`src/rtl/simd_cmp_pkg.sv`:
```
package simd_cmp_pkg;

  localparam int FLT_W = 2;

  localparam logic [7:0] OP_GT8  = 8'h64;
  localparam logic [7:0] OP_GT16 = 8'h65;
  localparam logic [7:0] OP_GT32 = 8'h66;
  localparam logic [7:0] OP_EQ8  = 8'h74;
  localparam logic [7:0] OP_EQ16 = 8'h75;
  localparam logic [7:0] OP_EQ32 = 8'h76;

  typedef enum logic [FLT_W-1:0] {
    FLT_NONE   = 2'd0,
    FLT_BADOP  = 2'd1,
    FLT_NODEV  = 2'd2,
    FLT_FPPEND = 2'd3
  } fault_e;

  typedef enum logic [1:0] {
    LW_8  = 2'd0,
    LW_16 = 2'd1,
    LW_32 = 2'd2
  } lane_w_e;

  typedef struct packed {
    logic    legal;
    logic    is_eq;
    lane_w_e lw;
  } dec_t;

endpackage

```
`src/rtl/simd_cmp_decode.sv`:
```
module simd_cmp_decode
  import simd_cmp_pkg::*;
(
  input  logic [7:0] opcode,
  output dec_t       dec
);

  always_comb begin
    dec = '{legal: 1'b0, is_eq: 1'b0, lw: LW_8};
    case (opcode)
      OP_GT8:  dec = '{legal: 1'b1, is_eq: 1'b0, lw: LW_8};
      OP_GT16: dec = '{legal: 1'b1, is_eq: 1'b0, lw: LW_16};
      OP_GT32: dec = '{legal: 1'b1, is_eq: 1'b0, lw: LW_32};
      OP_EQ8:  dec = '{legal: 1'b1, is_eq: 1'b1, lw: LW_8};
      OP_EQ16: dec = '{legal: 1'b1, is_eq: 1'b1, lw: LW_16};
      OP_EQ32: dec = '{legal: 1'b1, is_eq: 1'b1, lw: LW_32};
      default: dec = '{legal: 1'b0, is_eq: 1'b0, lw: LW_8};
    endcase
  end

endmodule

```
`src/rtl/simd_cmp_fault.sv`:
```
module simd_cmp_fault
  import simd_cmp_pkg::*;
(
  input  logic   bad_op,
  input  logic   emulate,
  input  logic   feat_ok,
  input  logic   task_sw,
  input  logic   fp_pend,
  output fault_e fault
);

  // Priority chain: invalid opcode, then device unavailable, then fp pending.
  always_comb begin
    if (bad_op || emulate || !feat_ok) fault = FLT_BADOP;
    else if (task_sw)                  fault = FLT_NODEV;
    else if (fp_pend)                  fault = FLT_FPPEND;
    else                               fault = FLT_NONE;
  end

endmodule

```
`src/rtl/simd_cmp_lanes.sv`:
```
module simd_cmp_lanes
  import simd_cmp_pkg::*;
#(
  parameter int DATA_W = 64
) (
  input  logic [DATA_W-1:0] src_a,
  input  logic [DATA_W-1:0] src_b,
  input  dec_t              dec,
  output logic [DATA_W-1:0] res
);

  localparam int NUM_W = 3;

  logic [DATA_W-1:0] eq_mask [NUM_W];
  logic [DATA_W-1:0] gt_mask [NUM_W];

  for (genvar gw = 0; gw < NUM_W; gw++) begin : g_width
    localparam int LW    = 8 << gw;
    localparam int LANES = DATA_W / LW;
    logic [DATA_W-1:0] eq_v;
    logic [DATA_W-1:0] gt_v;
    for (genvar gl = 0; gl < LANES; gl++) begin : g_lane
      logic signed [LW-1:0] la;
      logic signed [LW-1:0] lb;
      assign la = src_a[gl*LW +: LW];
      assign lb = src_b[gl*LW +: LW];
      assign eq_v[gl*LW +: LW] = {LW{la == lb}};
      assign gt_v[gl*LW +: LW] = {LW{la > lb}};
    end
    assign eq_mask[gw] = eq_v;
    assign gt_mask[gw] = gt_v;
  end

  always_comb begin
    case (dec.lw)
      LW_8:    res = dec.is_eq ? eq_mask[0] : gt_mask[0];
      LW_16:   res = dec.is_eq ? eq_mask[1] : gt_mask[1];
      LW_32:   res = dec.is_eq ? eq_mask[2] : gt_mask[2];
      default: res = '0;
    endcase
  end

endmodule

```
`src/rtl/simd_cmp_unit.sv`:
```
module simd_cmp_unit
  import simd_cmp_pkg::*;
#(
  parameter int DATA_W = 64,
  parameter int IDX_W  = 3
) (
  input  logic              clk,
  input  logic              rst,
  input  logic              in_valid,
  output logic              in_ready,
  input  logic [7:0]        in_opcode,
  input  logic [DATA_W-1:0] in_src_a,
  input  logic [DATA_W-1:0] in_src_b,
  input  logic [IDX_W-1:0]  in_dst_idx,
  input  logic              ctl_emulate,
  input  logic              ctl_task_sw,
  input  logic              feat_pkint,
  input  logic              fp_pend,
  output logic              out_valid,
  input  logic              out_ready,
  output logic              out_wr_en,
  output logic [IDX_W-1:0]  out_wr_idx,
  output logic [DATA_W-1:0] out_data,
  output logic [FLT_W-1:0]  out_fault
);

  dec_t              dec;
  fault_e            fault;
  logic [DATA_W-1:0] cmp_res;
  logic              accept;

  simd_cmp_decode u_dec (
    .opcode (in_opcode),
    .dec    (dec)
  );

  simd_cmp_fault u_flt (
    .bad_op  (!dec.legal),
    .emulate (ctl_emulate),
    .feat_ok (feat_pkint),
    .task_sw (ctl_task_sw),
    .fp_pend (fp_pend),
    .fault   (fault)
  );

  simd_cmp_lanes #(.DATA_W(DATA_W)) u_lanes (
    .src_a (in_src_a),
    .src_b (in_src_b),
    .dec   (dec),
    .res   (cmp_res)
  );

  assign in_ready = !out_valid || out_ready;
  assign accept   = in_valid && in_ready;

  always_ff @(posedge clk) begin
    if (rst) begin
      out_valid  <= 1'b0;
      out_wr_en  <= 1'b0;
      out_wr_idx <= '0;
      out_data   <= '0;
      out_fault  <= FLT_NONE;
    end else if (accept) begin
      out_valid  <= 1'b1;
      out_wr_en  <= (fault == FLT_NONE);
      out_wr_idx <= in_dst_idx;
      out_data   <= (fault == FLT_NONE) ? cmp_res : '0;
      out_fault  <= fault;
    end else if (out_ready) begin
      out_valid  <= 1'b0;
      out_wr_en  <= 1'b0;
    end
  end

endmodule

```
`config.mk`:
```
export PLATFORM = sky130hd
export DESIGN_NAME = simd_cmp_unit
export DESIGN_NICKNAME = d
export VERILOG_FILES = /design/src/rtl/simd_cmp_pkg.sv /design/src/rtl/simd_cmp_decode.sv /design/src/rtl/simd_cmp_fault.sv /design/src/rtl/simd_cmp_lanes.sv /design/src/rtl/simd_cmp_unit.sv
export SDC_FILE = /design/constraint.sdc
export NUM_CORES = 1
export LEC_CHECK = 0
export BUFFER_PORTS_ARGS = -buffer_cell sky130_fd_sc_hd__buf_2
export CAP_MARGIN = 0
export CORE_AREA = 2 2 117 119
export CTS_CLUSTER_DIAMETER = 50
export CTS_CLUSTER_SIZE = 40
export DETAILED_ROUTE_END_ITERATION = 10
export DIE_AREA = 0 0 119 121
export MAX_ROUTING_LAYER = met4
export PLACE_DENSITY = 0.79
export REMOVE_ABC_BUFFERS = 1
export SLEW_MARGIN = 5
export SYNTH_ARGS = -nofsm -noshare
export SYNTH_HDL_FRONTEND = slang
export SYNTH_HIERARCHICAL = 1
export SYNTH_SLANG_ARGS = --single-unit
```
`constraint.sdc`:
```
create_clock -name clk -period 2 [get_ports clk]
set_input_delay 0 -clock clk [delete_from_list [all_inputs] [get_ports clk]]
set_output_delay 0 -clock clk [all_outputs]
set_load 0.03 [all_outputs]
```
== Word-level counts from Yosys, hierarchy flattened ==
Index checks and enable logic that the tools add are counted.
Word-level totals
  word-level logic and storage cells: 63
  input port bits: 147
  register bits after elaboration: 71
  output and inout bits: 72
Operators by class
  reduce and logical (&&, ||, !) cells: 10
  multiplexer cells: 12
  $lt $le $gt $ge: 14
  eq/ne operators: 22
Operators with widths (count)
  2-to-1 mux 64 bit: 4
  one-hot mux 64 bit (3 select lines): 1
  == test 16 bit: 4
  == test 32 bit: 2
  == test 8 bit: 8
  > comparator 16 bit: 4
  > comparator 32 bit: 2
  > comparator 8 bit: 8
  == test 8 x 7 -> 1 bit (second input constant): 6
  one-hot mux 4 bit (6 select lines): 1
  2-to-1 mux 2 bit: 3
  logical NOT 2 bit: 2
  logical NOT 1 bit: 3
  logical OR 1 bit: 3
  2-to-1 mux 1 bit: 3
  == test 2 x 1 -> 1 bit (second input constant): 1
  == test 2 bit (second input constant): 1
  nonzero test 2 bit: 1
  logical AND 1 bit: 1

== Longest topological paths before layout ==
  word-level depth: 8
  gate-level depth with buffers: 12
  gate-level depth less buffers: 11

== Hierarchy ==
The synthesis kept the hierarchy.
Modules (own cells, without submodules)
  simd_cmp_unit: area each 3115.5 µm², cells an instance 327, times used 1, sequential area each 1421.4 µm²
  simd_cmp_lanes: area each 2866.5 µm², cells an instance 417, times used 1, sequential area each 0.0 µm²
  simd_cmp_decode: area each 91.3 µm², cells an instance 8, times used 1, sequential area each 0.0 µm²
  simd_cmp_fault: area each 28.8 µm², cells an instance 4, times used 1, sequential area each 0.0 µm²

== Least setup slack after synthesis ==
No wires, ideal clock.
  kind: input to register
  from: input in_src_b[11]
  to: register out_data[25]
  slack: -0.218 ns
  arrival: 2.151 ns
  library setup time: 0.067 ns
  stages: 12
  path buffers: 1
  path through: inv_1 -> ha_1 -> nand4_2 -> nor4_2 -> mux2i_1 -> or3b_1 -> a31oi_1 -> a211oi_2 -> o21ai_1 -> buf_4 -> nand4_1 -> o21ai_2
Between the ends
  longest elaborated chain between the ends: 4
RTL lines
  start, declared: line simd_cmp_unit.sv:13  | input logic [DATA_W-1:0] in_src_b,
  > comparator 32 bit or == test 32 bit (tied branches): line simd_cmp_lanes.sv:28, simd_cmp_lanes.sv:27
  2-to-1 mux 64 bit (*): line simd_cmp_lanes.sv:38  | LW_32: res = dec.is_eq ? eq_mask[2] : gt_mask[2];
  one-hot mux 64 bit (3 select lines) (*): line simd_cmp_lanes.sv:35  | case (dec.lw)
  named net cmp_res[25]: line simd_cmp_unit.sv:29  | logic [DATA_W-1:0] cmp_res;
  2-to-1 mux 64 bit (*): line simd_cmp_unit.sv:67  | out_data <= (fault == FLT_NONE) ? cmp_res : '0;
  end signal, assigned: line simd_cmp_unit.sv:67
  end, declared: line simd_cmp_unit.sv:23  | output logic [DATA_W-1:0] out_data,
The timed path passes the listed nets; every way through them passes the cells marked *.
A chain may end at the register's enable or synchronous reset.

== Final worst setup path ==
  from: input in_src_b[14]
  to: register out_data[21]
Between the ends
  longest elaborated chain between the ends: 4
RTL lines (line)
  > comparator 32 bit or == test 32 bit (tied branches): simd_cmp_lanes.sv:28, simd_cmp_lanes.sv:27
  2-to-1 mux 64 bit (*): simd_cmp_lanes.sv:38
  one-hot mux 64 bit (3 select lines) (*): simd_cmp_lanes.sv:35
  2-to-1 mux 64 bit (*): simd_cmp_unit.sv:67
Every way passes the cells marked *; elsewhere a longest branch is shown, timed or not.

==> reports/qor.log <==
INFO  outcome        outcome=finished with violations
INFO  outcome        violations=setup timing
INFO  placed_design  weighted_congestion_at_the_end_of_routability_driven_global_placement=0.900
INFO  cells_and_area area_delta_synth_final=31.8%
INFO  route          drt-wirelength-per-cell=14.7microns
INFO  floorplanning  fp.dieW=119microns
INFO  setup_path     end_kind=register
INFO  global_routing globalRouteOverflowTotal=0
INFO  route          via_count=6,036
INFO  power_and_ir_drop power.density_cell_area=526nW/um^2
INFO  sta            worst_hold_slack=68.4ps
INFO  floorplanning  die_height=121microns
INFO  job            drv.max_cap_violation_count=0
INFO  setup_path     critical_path_arrival=2250ps
INFO  setup_path     cpMostUsedCell=sky130_fd_sc_hd__nand4_1
INFO  sta            final-max-slew-violation-count=0
INFO  synthesis      combined_area_of_all_synthesized_cells=6100squm
INFO  power_and_ir_drop peak_supply_drop=0.659mV
INFO  synthesis      synth_top_family_by_area=simple AND/OR/NAND/NOR gates
INFO  setup_path     r2r_cells=4
INFO  sta            timing_worst_slew_pin_value=563ps
INFO  cells_and_area finish.net_count=1,177
INFO  synthesis      ys_top_cells_by_area=sky130_fd_sc_hd__dfxtp_1, sky130_fd_sc_hd__ha_1, sky130_fd_sc_hd__nand4_1
INFO  global_routing number_of_antenna_violations_at_the_first_check_in_global_routing=1
INFO  cts            tritoncts_num_sinks=71
INFO  synthesis      synth_compound_area_frac=0.213
INFO  cts            clkLatencyLatePin=320ps
INFO  power_and_ir_drop power_dissipated_by_switching_net_loads=0.00116W
INFO  power_and_ir_drop clock_power_share=0.396
INFO  synthesis      synth_cell_type_count=64
INFO  synthesis      netlist_instances=756
INFO  placed_design  dpl_cell_area=7310squm
INFO  floorplanning  fp.coreArea=13,100squm
INFO  global_routing groute.usage.overall=0.221
INFO  floorplanning  std_cell_rows=42
INFO  synthesis      muxShareOfSynthArea=0.00656
INFO  global_routing wire_length_of_the_first_global_routing_pass=25,700microns
INFO  cts            worst_setup_hold_path_clk_slew=50ps
INFO  setup_path     crit_path_max_fanout=8
INFO  sta            final_report_hold_violation_count=0
INFO  sta            max_clock_freq=499MHz
INFO  power_and_ir_drop comb_power_share=0.267
INFO  power_and_ir_drop total_power=0.00423W
INFO  sta            timing.max_slew.rel_slack=0.621
INFO  power_and_ir_drop power_frac_seq=0.338
INFO  route          detail_route.first_pass.iterations=4
INFO  power_and_ir_drop intPower=0.00307W
INFO  min_path       worst_hold_startpoint=rst
INFO  min_path       worstHoldEndpoint=out_fault[1]$_SDFFE_PP0P_
INFO  route          detailedRoute.firstIterationViolations=379
INFO  synthesis      synth.top_cell.area_share=0.233
INFO  min_path       worst_hold_path_type=input port to register
INFO  route          totalWireLength=16,800microns
INFO  synthesis      post-synth-top-count-cell=sky130_fd_sc_hd__inv_1
INFO  setup_path     worst_endpoint_required_time=2250ps
INFO  synthesis      synthTopCellsByCount=sky130_fd_sc_hd__inv_1, sky130_fd_sc_hd__nand4_1, sky130_fd_sc_hd__dfxtp_1, sky130_fd_sc_hd__ha_1, sky130_fd_sc_hd__nand2b_1
INFO  sta            finalWorstSetupSlack=-2.43ps
INFO  setup_path     r2r-end=out_data[4]$_SDFFE_PP0P_
INFO  synthesis      synth_edf_count=0
INFO  min_path       number_of_cells_on_the_worst_hold_path=2
INFO  synthesis      asyncSetResetFlopFracSynth=0
INFO  cts            number_of_cts_inserted_buffers=9
INFO  route          route.antenna.remaining_nets=0
INFO  synthesis      synth_top_area_cell=sky130_fd_sc_hd__dfxtp_1
INFO  power_and_ir_drop power.static_leakage=3.85nW
INFO  global_routing grt_pass1_vias=5,602
INFO  global_routing grt_max_degree=78
INFO  synthesis      synth_simple_gate_area_frac=0.243
INFO  cts            clockRootBuffer=sky130_fd_sc_hd__clkbuf_16
INFO  cells_and_area n_fill_cell=1,129
INFO  synthesis      yosysWarnings=6
INFO  sta            finalCriticalPeriod=2000ps
INFO  synthesis      post_synth_xor_area_fraction=0.00144
INFO  placed_design  hpwlAfterDp=12,300microns
INFO  sta            rsz0062_at_grt=true
INFO  cells_and_area layout.cell_area.non_filler=8040squm
INFO  floorplanning  ios=219
INFO  synthesis      synth_adder_area_share=0.144
INFO  cts            clock_tree_from_tritoncts=done
INFO  synthesis      yosys_register_bits=71
INFO  setup_path     timing.critical_path.slowest_cell_delay=410ps
INFO  cells_and_area drive_above_1_share=0.433
INFO  setup_path     register_to_register_setup_slack=720ps
INFO  placed_design  port_buffers=218
INFO  cts            clock_path_buffers=2
INFO  power_and_ir_drop sw_frac_of_total=0.274
INFO  cts            cts_h_tree_depth=3
INFO  setup_path     timing.critical_path.slowest_stage_cell=sky130_fd_sc_hd__or3b_4
INFO  floorplanning  initial_utilization=0.466
INFO  route          vias_per_instance=5.29
INFO  setup_path     setup.worst_path.start_class=input port
INFO  setup_path     path_cells=buf_6, inv_4, ha_4, nand4_1, nor4_4, mux2i_1, or3b_4, a31oi_4, a211oi_2, o21ai_1, buf_4, nand4_1, o21ai_2
INFO  route          number_of_remaining_drc_errors=0
INFO  floorplanning  design.die.area=14,400squm
INFO  synthesis      syn_area_per_cell=8.07squm
INFO  sta            layout_worst_path_cycle_share=1.00
INFO  sta            setup_violations=1
INFO  setup_path     critPathKind=input port to register
INFO  setup_path     r2r-start=out_valid$_SDFFE_PP0P_
INFO  synthesis      synth-main-ff-cell=sky130_fd_sc_hd__dfxtp_1
INFO  synthesis      seq_area_frac_synth=0.233
INFO  sta            skew_final=5.00ps
## worst max-delay path by stage
| stage | depth (start not counted) | slack, ps | from | end |
|---|---|---|---|---|
| 2_1_floorplan | 8 | -990 | in_opcode[3] | out_data[10]$_SDFFE_PP0P_ |
| 3_3_place_gp | 13 | -300 | in_src_b[15] | out_data[16]$_SDFFE_PP0P_ |
| 3_5_place_dp | 13 | -390 | in_src_b[15] | out_data[25]$_SDFFE_PP0P_ |
| 4_1_cts | 13 | 1 | in_src_b[3] | out_data[25]$_SDFFE_PP0P_ |
| 5_1_grt | 13 | -140 | in_src_b[14] | out_data[25]$_SDFFE_PP0P_ |
| 6_report | 13 | -2 | in_src_b[14] | out_data[21]$_SDFFE_PP0P_ |
## power groups by stage
| stage | clock (W) | sequential [W] | combinational, W |
|---|---|---|---|
| after floorplan | 0 | 0.00147 | 0.000516 |
| after global placement | 0 | 0.00146 | 0.000989 |
| after detailed placement | 0 | 0.00146 | 0.00101 |
| after CTS | 0.00171 | 0.00143 | 0.00103 |
| after global routing | 0.00178 | 0.00143 | 0.00124 |
| final | 0.00167 | 0.00143 | 0.00113 |
## cell usage in the layout, fill, tap and decap left out, types with 5 or more instances in the layout
cell	instances
sky130_fd_sc_hd__a21bo_2	5
sky130_fd_sc_hd__a21oi_1	42
sky130_fd_sc_hd__buf_2	210
sky130_fd_sc_hd__buf_4	65
sky130_fd_sc_hd__buf_6	9
sky130_fd_sc_hd__clkbuf_16	9
sky130_fd_sc_hd__dfxtp_1	71
sky130_fd_sc_hd__ha_1	54
sky130_fd_sc_hd__ha_4	16
sky130_fd_sc_hd__inv_1	79
sky130_fd_sc_hd__nand2_1	25
sky130_fd_sc_hd__nand2b_1	65
sky130_fd_sc_hd__nand3_1	9
sky130_fd_sc_hd__nand4_1	78
sky130_fd_sc_hd__nor2_1	14
sky130_fd_sc_hd__nor2b_1	10
sky130_fd_sc_hd__nor3_1	6
sky130_fd_sc_hd__o211ai_1	6
sky130_fd_sc_hd__o21a_1	5
sky130_fd_sc_hd__o21ai_0	31
sky130_fd_sc_hd__o21ai_1	8
sky130_fd_sc_hd__o21ai_2	52
## kinds of logic after synthesis
group           after synthesis
compound gates              187
xor+xnor                      1
fa+ha+maj                    70
buf+inv                     183
flops                        71
mux                           4
simple gates                240
## final cells by class
class	instances	area, sq um	area share
well taps	176	220	0.0274
clock inverters	4	70.1	0.00871
flip-flops and latches	71	1420	0.177
inverters	85	324	0.0403
clock buffers	11	243	0.0302
multi-input cells	502	4020	0.500
repair buffers	291	1740	0.216
diodes	1	2.50	0.000311
## worst max-delay path, delay by kind of cell
family | cells | cell delay (ps)
buffers and inverters | 3 | 290
adders and majority gates | 1 | 260
and+or+nand+nor | 4 | 1020
AOI/OAI and AO/OA | 4 | 420
muxes | 1 | 260
## through the flow
step | TNS, ps | utilization | setup slack (ps) | std cells
final | -2.43 | 0.614 | -2.43 | 1141
after global routing | -2870 | 0.614 | -142 | 1141
after CTS | 0 | 0.589 | 1.36 | 1138
after detailed placement | -16380 | 0.559 | -388 | 1118
after global placement | -14010 | 0.559 | -297 | 1118
after floorplan | -63160 | - | -986 | 658
## flip-flops by register name, indices dropped and copies added (netlist names)
name        flops
out_wr_en       1
out_fault       2
out_data       64
out_wr_idx      3
out_valid       1
## metal layers
metal  GRT usage  vias up  share of wire
met5           -        -              0
met3      0.0371       17          0.065
li1            -     3031              -
met4      0.0632        0          0.014
met2       0.374      205           0.50
met1       0.271     2783           0.43
## repair_timing
action | 4_1_cts | 5_1_grt
setup endpoints to repair | 16 | 60
buffers inserted | 1 | 2
resized for setup | 4 | 51
hold buffers | 4 | 0
pin swaps | 3 | 20
endpoints found under the hold margin | 4 | 0
No activity file was read; power rests on OpenSTA's default activity.
